`src/rtl/ud_cmp_pkg.sv`:
```
package ud_cmp_pkg;

    typedef enum logic {
        DIR_DOWN = 1'b0,
        DIR_UP   = 1'b1
    } cnt_dir_e;

    typedef enum logic [1:0] {
        LV_HOLD     = 2'd0,
        LV_ACTIVE   = 2'd1,
        LV_INACTIVE = 2'd2
    } lvl_cmd_e;

    typedef struct packed {
        logic enable;
        logic act_low;
    } ch_cfg_t;

    function automatic logic pin_level(input logic lvl, input logic act_low);
        return lvl ^ act_low;
    endfunction

    function automatic logic [1:0] cmd_bits(input lvl_cmd_e c);
        return 2'(c);
    endfunction

endpackage

```
`src/rtl/ud_cmp_buf.sv`:
```
module ud_cmp_buf #(
    parameter int W = 16
) (
    input  logic         clk,
    input  logic         rst,
    input  logic         wr_en,
    input  logic [W-1:0] wr_data,
    input  logic         xfer,
    output logic [W-1:0] cmp_work
);
    localparam logic [W-1:0] ALL_ONES = '1;

    logic [W-1:0] hold_q;
    logic [W-1:0] work_q;

    always_ff @(posedge clk) begin
        if (rst) begin
            hold_q <= ALL_ONES;
            work_q <= ALL_ONES;
        end else begin
            if (xfer)
                work_q <= hold_q;
            if (wr_en)
                hold_q <= wr_data;
        end
    end

    assign cmp_work = work_q;

    p_work_stable_r7: assert property (@(posedge clk) disable iff (rst)
        !xfer |=> $stable(work_q));

endmodule

```
`src/rtl/ud_cmp_decide.sv`:
```
module ud_cmp_decide
    import ud_cmp_pkg::*;
#(
    parameter int W = 16
) (
    input  logic         enable,
    input  logic [W-1:0] cmp,
    input  logic [W-1:0] cnt,
    input  logic [W-1:0] peak,
    input  cnt_dir_e     dir,
    input  logic         left_zero,
    output lvl_cmd_e     cmd
);
    localparam logic [W-1:0] ALL_ONES = '1;
    localparam logic [W-1:0] ZERO     = '0;

    logic is_zero;
    logic is_full;
    logic beyond;
    logic hit;

    assign is_zero = (cmp == ZERO);
    assign is_full = (cmp == ALL_ONES);
    assign beyond  = (cmp >= peak);
    assign hit     = (cnt == cmp);

    always_comb begin
        cmd = LV_HOLD;
        if (!enable)
            cmd = LV_INACTIVE;
        else if (is_zero)
            cmd = LV_ACTIVE;
        else if (is_full)
            cmd = LV_INACTIVE;
        else if (left_zero)
            cmd = LV_INACTIVE;
        else if (beyond)
            cmd = LV_HOLD;
        else if (hit)
            cmd = (dir == DIR_UP) ? LV_ACTIVE : LV_INACTIVE;
    end

endmodule

```
`src/rtl/ud_cmp_level.sv`:
```
module ud_cmp_level
    import ud_cmp_pkg::*;
#(
    parameter int W = 16
) (
    input  logic         clk,
    input  logic         rst,
    input  lvl_cmd_e     cmd,
    input  logic [W-1:0] cmp,
    output logic         lvl,
    output logic         left_zero
);
    localparam logic [W-1:0] ZERO = '0;

    logic lvl_q;
    logic was_zero_q;

    always_ff @(posedge clk) begin
        if (rst) begin
            lvl_q      <= 1'b0;
            was_zero_q <= 1'b0;
        end else begin
            was_zero_q <= (cmp == ZERO);
            unique case (cmd)
                LV_ACTIVE:   lvl_q <= 1'b1;
                LV_INACTIVE: lvl_q <= 1'b0;
                default:     lvl_q <= lvl_q;
            endcase
        end
    end

    assign lvl       = lvl_q;
    assign left_zero = was_zero_q && (cmp != ZERO);

endmodule

```
`src/rtl/ud_cmp_chan.sv`:
```
module ud_cmp_chan
    import ud_cmp_pkg::*;
#(
    parameter int W = 16
) (
    input  logic         clk,
    input  logic         rst,
    input  ch_cfg_t      cfg,
    input  logic [W-1:0] cnt,
    input  cnt_dir_e     dir,
    input  logic         xfer,
    input  logic [W-1:0] peak,
    input  logic         wr_en,
    input  logic [W-1:0] wr_data,
    output logic         pin
);
    localparam logic [W-1:0] ALL_ONES = '1;
    localparam logic [W-1:0] ZERO     = '0;

    logic [W-1:0] cmp_work;
    lvl_cmd_e     cmd;
    logic         lvl;
    logic         left_zero;

    ud_cmp_buf #(.W(W)) buf_i (
        .clk      (clk),
        .rst      (rst),
        .wr_en    (wr_en),
        .wr_data  (wr_data),
        .xfer     (xfer),
        .cmp_work (cmp_work)
    );

    ud_cmp_decide #(.W(W)) dec_i (
        .enable    (cfg.enable),
        .cmp       (cmp_work),
        .cnt       (cnt),
        .peak      (peak),
        .dir       (dir),
        .left_zero (left_zero),
        .cmd       (cmd)
    );

    ud_cmp_level #(.W(W)) lvl_i (
        .clk       (clk),
        .rst       (rst),
        .cmd       (cmd),
        .cmp       (cmp_work),
        .lvl       (lvl),
        .left_zero (left_zero)
    );

    assign pin = pin_level(lvl, cfg.act_low);

    p_up_hit_r1: assert property (@(posedge clk) disable iff (rst)
        (cfg.enable && dir == DIR_UP && cnt == cmp_work && cmp_work != ZERO
         && cmp_work < peak && !left_zero) |=> lvl);

    p_down_hit_r2: assert property (@(posedge clk) disable iff (rst)
        (cfg.enable && dir == DIR_DOWN && cnt == cmp_work && cmp_work != ZERO
         && cmp_work < peak) |=> !lvl);

    p_zero_on_r3: assert property (@(posedge clk) disable iff (rst)
        (cfg.enable && cmp_work == ZERO) |=> lvl);

    p_full_off_r5: assert property (@(posedge clk) disable iff (rst)
        (cfg.enable && cmp_work == ALL_ONES) |=> !lvl);

    p_peak_hold_r6: assert property (@(posedge clk) disable iff (rst)
        (cfg.enable && cmp_work != ZERO && cmp_work != ALL_ONES
         && cmp_work >= peak && !left_zero) |=> $stable(lvl));

    p_off_when_dis_r11: assert property (@(posedge clk) disable iff (rst)
        !cfg.enable |=> !lvl);

    p_reset_idle_r10: assert property (@(posedge clk)
        rst |=> (!lvl && cmp_work == ALL_ONES));

endmodule

```
`src/rtl/ud_cmp_out.sv`:
```
module ud_cmp_out
    import ud_cmp_pkg::*;
#(
    parameter int CNT_W = 16,
    parameter int NCH   = 2
) (
    input  logic             clk,
    input  logic             rst,
    input  logic [CNT_W-1:0] cnt_val,
    input  logic             cnt_up,
    input  logic             cnt_zero,
    input  logic [CNT_W-1:0] cnt_peak,
    input  logic [NCH-1:0]   ch_en,
    input  logic [NCH-1:0]   ch_act_low,
    input  logic [NCH-1:0]   wr_en,
    input  logic [CNT_W-1:0] wr_data,
    output logic [NCH-1:0]   cmp_out
);
    cnt_dir_e dir;
    assign dir = cnt_up ? DIR_UP : DIR_DOWN;

    for (genvar g = 0; g < NCH; g++) begin : g_ch
        ch_cfg_t cfg;
        assign cfg.enable  = ch_en[g];
        assign cfg.act_low = ch_act_low[g];

        ud_cmp_chan #(.W(CNT_W)) chan_i (
            .clk     (clk),
            .rst     (rst),
            .cfg     (cfg),
            .cnt     (cnt_val),
            .dir     (dir),
            .xfer    (cnt_zero),
            .peak    (cnt_peak),
            .wr_en   (wr_en[g]),
            .wr_data (wr_data),
            .pin     (cmp_out[g])
        );
    end

endmodule

```
`config.mk`:
```
export PLATFORM = sky130hd
export DESIGN_NAME = ud_cmp_out
export DESIGN_NICKNAME = d
export VERILOG_FILES = /design/src/rtl/ud_cmp_pkg.sv /design/src/rtl/ud_cmp_buf.sv /design/src/rtl/ud_cmp_decide.sv /design/src/rtl/ud_cmp_level.sv /design/src/rtl/ud_cmp_chan.sv /design/src/rtl/ud_cmp_out.sv
export SDC_FILE = /design/constraint.sdc
export NUM_CORES = 1
export LEC_CHECK = 0
export BUFFER_PORTS_ARGS = -buffer_cell sky130_fd_sc_hd__buf_2
export CORE_MARGIN = 3
export CORE_UTILIZATION = 40
export CTS_CLUSTER_SIZE = 24
export DETAILED_ROUTE_END_ITERATION = 10
export GPL_TIMING_DRIVEN = 0
export HOLD_SLACK_MARGIN = 0.12
export SLEW_MARGIN = 20
export SYNTH_ARGS = -nofsm -noshare
export SYNTH_HDL_FRONTEND = slang
export SYNTH_SLANG_ARGS = --single-unit
```
`constraint.sdc`:
```
create_clock -name clk -period 6.85 [get_ports clk]
set_clock_uncertainty 0.15 [all_clocks]
set_input_delay 0.685 -clock clk [delete_from_list [all_inputs] [get_ports clk]]
set_output_delay 0.685 -clock clk [all_outputs]
set_load 0.005 [all_outputs]
```
==> results by group, run 1 <==
Status
  • Outcome: finished clean

Yosys
  • Synth Flop Type: dfxtp_1
  • Synth Instances: 394
  • Syn Area/Cell: 9.352 um2
  • Post-synth top area share: 0.3694
  • Cell taking the most area after synthesis: dfxtp_1
  • Number of synthesized register bits: 68
  • Synth area leaders: dfxtp_1 37%, mux2i_1 17%, ha_1 12%
  • Seq/Total Area, Yosys: 0.3694
  • Yosys warns: 0
  • Cell Area, Synth: 3685 um2
  • Post-Syn Nets: 486
  • Post-synth EDFFs: 0
  • Number of distinct library cells after synthesis: 37
  • Synth async-reset ratio: 0

Power
  • Pwr/cell area: 233.2 nW/um2
  • Peak supply drop: 83.90 uV
  • Static leakage: 0.002004 uW

GRT
  • Largest net degree at the start of global routing: 13
  • First-pass GRT wire length: 15160 um
  • Met3 GRT Util: 0.04846
  • GRT busiest layer: met2
  • Overflow after GRT: 0
  • Met1 GRT Util: 0.2550
  • Global Route met2 Usage: 0.3113
  • Vias in the first global route: 2925
  • GR Util All Layers: 0.1935
  • Initial antenna violation count: 0

Floorplan
  • Die height: 102.0 um
  • Starting Density: 0.4164
  • Die Wd: 102.0 um
  • Placeable Area: 8848 um2
  • Row count: 34
  • Die Area: 10400 um2
  • Ports: 60

Worst setup path
  • Slowest cell on crit path: or4_1
  • Required time of the critical path: 6.95 ns
  • CP Capture Type: flop
  • Worst setup SP type: primary input
  • CP Depth: 12
  • R2R setup slack: 3.97 ns
  • FF-to-FF End: g_ch[1].chan_i.lvl_i.lvl
  • Critical path buffer and inverter count: 2
  • Worst reg2reg startpoint: g_ch[1].chan_i.buf_i.cmp_work[13]
  • Reg2reg path depth: 10
  • Critical path, cell by cell: buf_2 > inv_1 > ha_1 > a211o_1 > o211ai_2 > nand4_1 > or4_1 > o41a_1 > o21ai_2 > ha_1 > a21oi_1 > nor2_1
  • Largest delay share family, worst path: compound AO/OA/AOI/OAI gates
  • CP arrival: 3.00 ns
  • CP peak stage delay: 0.44 ns
  • CP most frequent cell: ha_1
  • Max FO, Critical Path: 2
  • CP Class: primary input to flop

Clocking
  • Total CTS buffers: 9
  • CTS tree: yes
  • Clock Path Buffers: 2
  • # H-tree levels: 3
  • CTS root buffer: clkbuf_8
  • Cts-stage hold buffer count: 0
  • Clk sinks: 68
  • Worst skew pair latency: 0.34 ns
  • Post-CTS setup repair buffer count: 0
  • Clk slew on worst S/H paths: 0.08 ns
  • # resized after CTS: 0

Timing
  • Period minus WS final: 2.900 ns
  • Setup TNS: 0 ns
  • Fmax: 344.9 MHz
  • Final Hold Violating Endpoints: 0
  • Worst-Margin Slew: 0.8627 ns
  • Period utilization: 0.4233
  • Final setup violation count: 0
  • Final hold slack: 0.3239 ns
  • RSZ-0062 raised after global routing: false
  • Final slew viol count: 0
  • Worst relative slew slack: 0.4249

Layout
  • Layout Nets: 553
  • Cell area after layout: 4362 um2
  • Layout cell share with drive strength beyond 1: 0.1656
  • P&R area growth vs syn: 18.37%
  • Diode count: 0
  • Non-filler instance count after layout: 573
  • Fillcell total: 873
  • Final cell utilization of the core: 0.4929
  • Most common cell after layout, fill and taps aside: nand2_1
  • Commonest non-fill, non-tap cells in the layout: 70 x nand2_1, 68 x dfxtp_1, 62 x mux2i_1

Placement
  • Port Buffers: 56
  • Final HPWL DP: 7670 um
  • RePlAce Congestion: 0.8760
  • Placed cells: 558
  • Cell Area, Placed: 4100 um2

Routing
  • Drt total wl: 9728 um
  • Drt drc: 0
  • Pre-antenna DRT Iters: 5
  • Final antenna-violating net count: 0
  • DR WL/cell: 16.98 um
  • Drt initial violations: 115
  • Vias: 3055
  • Drt via density: 5.332

Min path
  • Min-Delay Path Class: flop to flop
  • Worst hold endpoint: g_ch[0].chan_i.buf_i.cmp_work[2]
  • WHS Path Cells: 2
  • Hold path start: g_ch[0].chan_i.buf_i.hold_q[2]

Flow run
  • MaxCap Viol Count: 0
==> synthesized netlist by cell type, drive strengths merged (2+ instances only) <==
| master | number |
|---|---|
| clkbuf | 14 |
| nand3 | 3 |
| nor4 | 12 |
| or4 | 2 |
| buf | 3 |
| and2 | 2 |
| nand4 | 18 |
| o21ai | 8 |
| nand2 | 70 |
| inv | 18 |
| dfxtp | 68 |
| o211ai | 4 |
| mux2i | 62 |
| and3 | 2 |
| nor2 | 9 |
| and4 | 2 |
| xnor2 | 28 |
| xor2 | 6 |
| a21oi | 11 |
| ha | 34 |
| a21o | 4 |
| nor3 | 3 |
| a211o | 2 |
==> worst max path at each step <==
stage | startpoint | to | slack, ns
6_report | cnt_peak[13] | g_ch[1].chan_i.lvl_i.lvl | 3.95
5_1_grt | cnt_peak[13] | g_ch[1].chan_i.lvl_i.lvl | 3.79
4_1_cts | cnt_peak[13] | g_ch[1].chan_i.lvl_i.lvl | 3.95
3_5_place_dp | cnt_peak[13] | g_ch[1].chan_i.lvl_i.lvl | 3.60
3_3_place_gp | cnt_peak[13] | g_ch[1].chan_i.lvl_i.lvl | 3.60
2_1_floorplan | cnt_peak[13] | g_ch[1].chan_i.lvl_i.lvl | 3.83
==> report_power, final <==
part | switching, uW | internal [uW]
Clock | 154 | 278
Combinational | 76.0 | 72.9
Sequential | 21.4 | 415
==> kinds of logic (layout without fill, tap and decap cells) <==
kind of cell             count (synthesis)  after routing  share of synthesized area
AO/OA/AOI/OAI                           35             35                    0.06384
XOR/XNOR                                34             34                    0.08082
adder cells (fa/ha/maj)                 34             34                     0.1155
buffers and inverters                   35            106                    0.03769
flip-flops                              68             68                     0.3694
multiplexers                            62             62                     0.1684
AND/OR/NAND/NOR                        126            126                     0.1643
==> final cells by class <==
cell class / instances / area (um2) / share of cell area
tap: 108 / 135.1 / 0.03098
clock buffer: 9 / 123.9 / 0.02840
sequential: 68 / 1361 / 0.3121
multi-input combinational: 291 / 2185 / 0.5009
clock inverter: 6 / 137.6 / 0.03155
buffer: 17 / 71.32 / 0.01635
timing repair buffer: 56 / 280.3 / 0.06426
inverter: 18 / 67.56 / 0.01549
==> tightest hold or removal path: cells and delay by family (launching register included) <==
family / cells / cell delay, ns
simple gates: 1 / 0.06
mux: 1 / 0.07
flops: 1 / 0.33
==> per-stage QoR <==
step,power (uW),setup WS (ns)
finish,1017,3.950
global route,1062,3.790
CTS,1022,3.955
detailed placement,593.3,3.598
global placement,588.8,3.604
floorplan,539.3,3.831
==> state kept, by name, summed over array words and instances, names as in the netlist <==
register / count
g_ch.chan_i.buf_i.cmp_work: 32
g_ch.chan_i.buf_i.hold_q: 32
g_ch.chan_i.lvl_i.lvl: 2
g_ch.chan_i.lvl_i.was_zero_q: 2
==> layer usage <==
metal,vias to the layer above,part of all wire
met1,1419,0.46
met5,-,0
met2,98,0.45
li1,1525,-
met3,13,0.075
met4,0,0.019
No activity file was read; power rests on OpenSTA's default activity.
==> run 2: changes to the inputs <==
ABC_AREA = 1   (was unset)
clock period = 2.88 ns   (was 6.85 ns; I/O delays follow)
==> results by group, run 2 <==
Status
  • Outcome: finished clean

Timing
  • Worst-Margin Slew: 0.5506 ns (-0.3121 ns)
  • Worst relative slew slack: 0.6329 (+0.2081)
  • Final setup violation count: 0 (unchanged)
  • Final WS setup: 0.5363 ns (-3.414 ns)
  • Final slew viol count: 0 (unchanged)
  • Setup TNS: 0 ns (unchanged)
  • Period utilization: 0.8138
  • Final Hold Violating Endpoints: 0 (unchanged)
  • RSZ-0062 raised after global routing: false
  • Fmax: 426.7 MHz
  • Period minus WS final: 2.344 ns

Yosys
  • Post-synth top area share: 0.3455 (-0.02393)
  • Cell taking the most area after synthesis: dfxtp_1
  • Synth Flop Type: dfxtp_1
  • Number of distinct library cells after synthesis: 20 (-46%)
  • Yosys warns: 0 (unchanged)
  • Post-synth EDFFs: 0 (unchanged)
  • Cell Area, Synth: 3940 um2 (+6.9%)
  • Most common library cells after synthesis: 220 x nand2_1, 71 x inv_1, 68 x dfxtp_1, 49 x a21oi_1, 40 x nor2_1
  • Synth async-reset ratio: 0 (unchanged)
  • Synth Instances: 610 (+55%)
  • Post-Syn Nets: 702 (+44%)
  • Synth area leaders: dfxtp_1 35%, nand2_1 21%, ha_1 11%
  • Most frequent cell after synthesis: nand2_1
  • Syn Area/Cell: 6.459 um2 (-31%)
  • Seq/Total Area, Yosys: 0.3455 (-0.02393)
  • Number of synthesized register bits: 68 (unchanged)

Floorplan
  • Die Area: 11080 um2 (+6.5%)
  • Placeable Area: 9415 um2 (+6.4%)
  • Ports: 60 (unchanged)
  • Die height: 105.2 um (+3.2%)
  • Starting Density: 0.4185 (+0.002041)
  • Row count: 35 (+2.9%)
  • Die Wd: 105.2 um (+3.2%)

Routing
  • WL met1: 5183 um (+17%)
  • Pre-antenna DRT Iters: 4 (-1)
  • Drt initial violations: 152 (+32%)
  • Top Metal Used: met4
  • Drt drc: 0 (unchanged)
  • Routed wl met2: 4744 um (+9.0%)
  • Drt total wl: 10380 um (+6.7%)
  • Drt via density: 4.717 (-12%)
  • Final antenna-violating net count: 0 (unchanged)
  • Vias: 3901 (+28%)
  • DR WL/cell: 12.55 um (-26%)
  • Met3 wire len: 369 um (-50%)

Power
  • Pwr/cell area: 480.5 nW/um2 (+110%)
  • Static leakage: 0.002609 uW (+30%)
  • Peak supply drop: 290.3 uV (+250%)

Clocking
  • CTS root buffer: clkbuf_8
  • Worst skew pair latency: 0.34 ns (about the same)
  • Clk slew on worst S/H paths: 0.08 ns (about the same)
  • Total CTS buffers: 9 (unchanged)
  • CTS tree: yes
  • # H-tree levels: 3 (unchanged)
  • Clk sinks: 68 (unchanged)
  • Clock Path Buffers: 2 (unchanged)

GRT
  • Vias in the first global route: 3759 (+29%)
  • Overflow after GRT: 0 (unchanged)
  • First-pass GRT wire length: 17600 um (+16%)
  • GR Util All Layers: 0.1961 (+0.002566)
  • Largest net degree at the start of global routing: 13 (unchanged)
  • Initial antenna violation count: 0 (unchanged)

Placement
  • Final HPWL DP: 8426 um (+9.9%)
  • Port Buffers: 55 (-1.8%)
  • RePlAce Congestion: 0.8448 (-3.6%)
  • Cell Area, Placed: 4377 um2 (+6.7%)
  • Post-placement worst setup slack: 0.4871 ns (-3.111 ns)

Layout
  • Layout cell share with drive strength beyond 1: 0.1246 (-0.04095)
  • Layout Nets: 785 (+42%)
  • Most common cell after layout, fill and taps aside: nand2_1
  • Cell area after layout: 4740 um2 (+8.7%)
  • P&R area growth vs syn: 20.29%
  • Diode count: 0 (unchanged)
  • Commonest non-fill, non-tap cells in the layout: 220 x nand2_1, 71 x inv_1, 68 x dfxtp_1
  • Fillcell total: 991 (+14%)

Worst setup path
  • CP Capture Type: flop
  • Max FO, Critical Path: 5 (+3)
  • Required time of the critical path: 2.94 ns (-4.01 ns)
  • Worst setup SP type: flop
  • CP arrival: 2.41 ns (-0.59 ns)
  • CP Class: flop to flop

Flow run
  • MaxCap Viol Count: 0 (unchanged)

Min path
  • Min-Delay Path Class: primary input to flop
-- run 2: where the power goes --
part,leakage (uW),switching [uW],internal (uW)
Sequential,0.000566,62.7,1000
Clock,0.0000962,377,400
Combinational,0.00195,248,185
-- run 2: final timing paths --
path / start / cells past startpoint / slack (ns) / to
setup / recovery: g_ch[0].chan_i.buf_i.cmp_work[7] / 14 / 0.54 / g_ch[0].chan_i.lvl_i.lvl
hold reg to reg: g_ch[0].chan_i.buf_i.hold_q[8] / 2 / 0.32 / g_ch[0].chan_i.buf_i.hold_q[8]
setup reg to reg: g_ch[0].chan_i.buf_i.cmp_work[7] / 14 / 0.54 / g_ch[0].chan_i.lvl_i.lvl
hold / removal: wr_en[1] / 3 / 0.18 / g_ch[1].chan_i.buf_i.hold_q[6]
-- run 2: worst max-delay path, cell delays in order (launching register included) --
cell and delay (ns):
dfxtp_1 0.47, ha_1 0.30, nand2_1 0.07, inv_1 0.04
nand2_1 0.07, nor2_1 0.05, nor2_1 0.07, nand2_1 0.09
a21oi_1 0.21, nand2_1 0.09, nand2_1 0.06, nand2_1 0.06
ha_1 0.30, a21oi_1 0.15, nor2_1 0.05
-- run 2: logic make-up after synthesis --
group / count (synthesis) / synth area share
xor+xnor: 3 / 0.006670
compound gates: 87 / 0.1131
flops: 68 / 0.3455
fa+ha+maj: 34 / 0.1080
buf+inv: 100 / 0.09908
simple gates: 318 / 0.3277
-- run 2: stage by stage --
stage	total power, uW	hold slack [ns]	utilization	std cells
2_1_floorplan	1356	0.2601	-	610
3_3_place_gp	1490	0.2960	0.4649	794
3_5_place_dp	1504	0.2973	0.4649	794
4_1_cts	2294	0.1832	0.5034	827
5_1_grt	2413	0.2327	0.5034	827
6_report	2278	0.1760	0.5034	827
-- run 2: routing by layer --
| layer | track usage | up-vias |
|---|---|---|
| li1 | - | 2110 |
| met1 | 0.2711 | 1718 |
| met2 | 0.3229 | 67 |
| met3 | 0.02511 | 6 |
| met4 | 0.05061 | 0 |
| met5 | 0 | - |
-- run 2: area by class of cell --
cell class	count	area [um2]	share of cell area
tap	129	161.4	0.03405
timing repair buffer	72	445.4	0.09398
inverter	78	292.8	0.06177
clock inverter	6	65.06	0.01373
multi-input combinational	442	2188	0.4617
sequential	68	1361	0.2872
buffer	22	97.59	0.02059
clock buffer	10	127.6	0.02693
-- run 2: what timing repair did --
| item | in CTS | in global routing |
|---|---|---|
| hold endpoints to repair | 33 | 0 |
| buffers inserted | 0 | 0 |
| hold buffers | 17 | 0 |
| resized for setup | 0 | 0 |
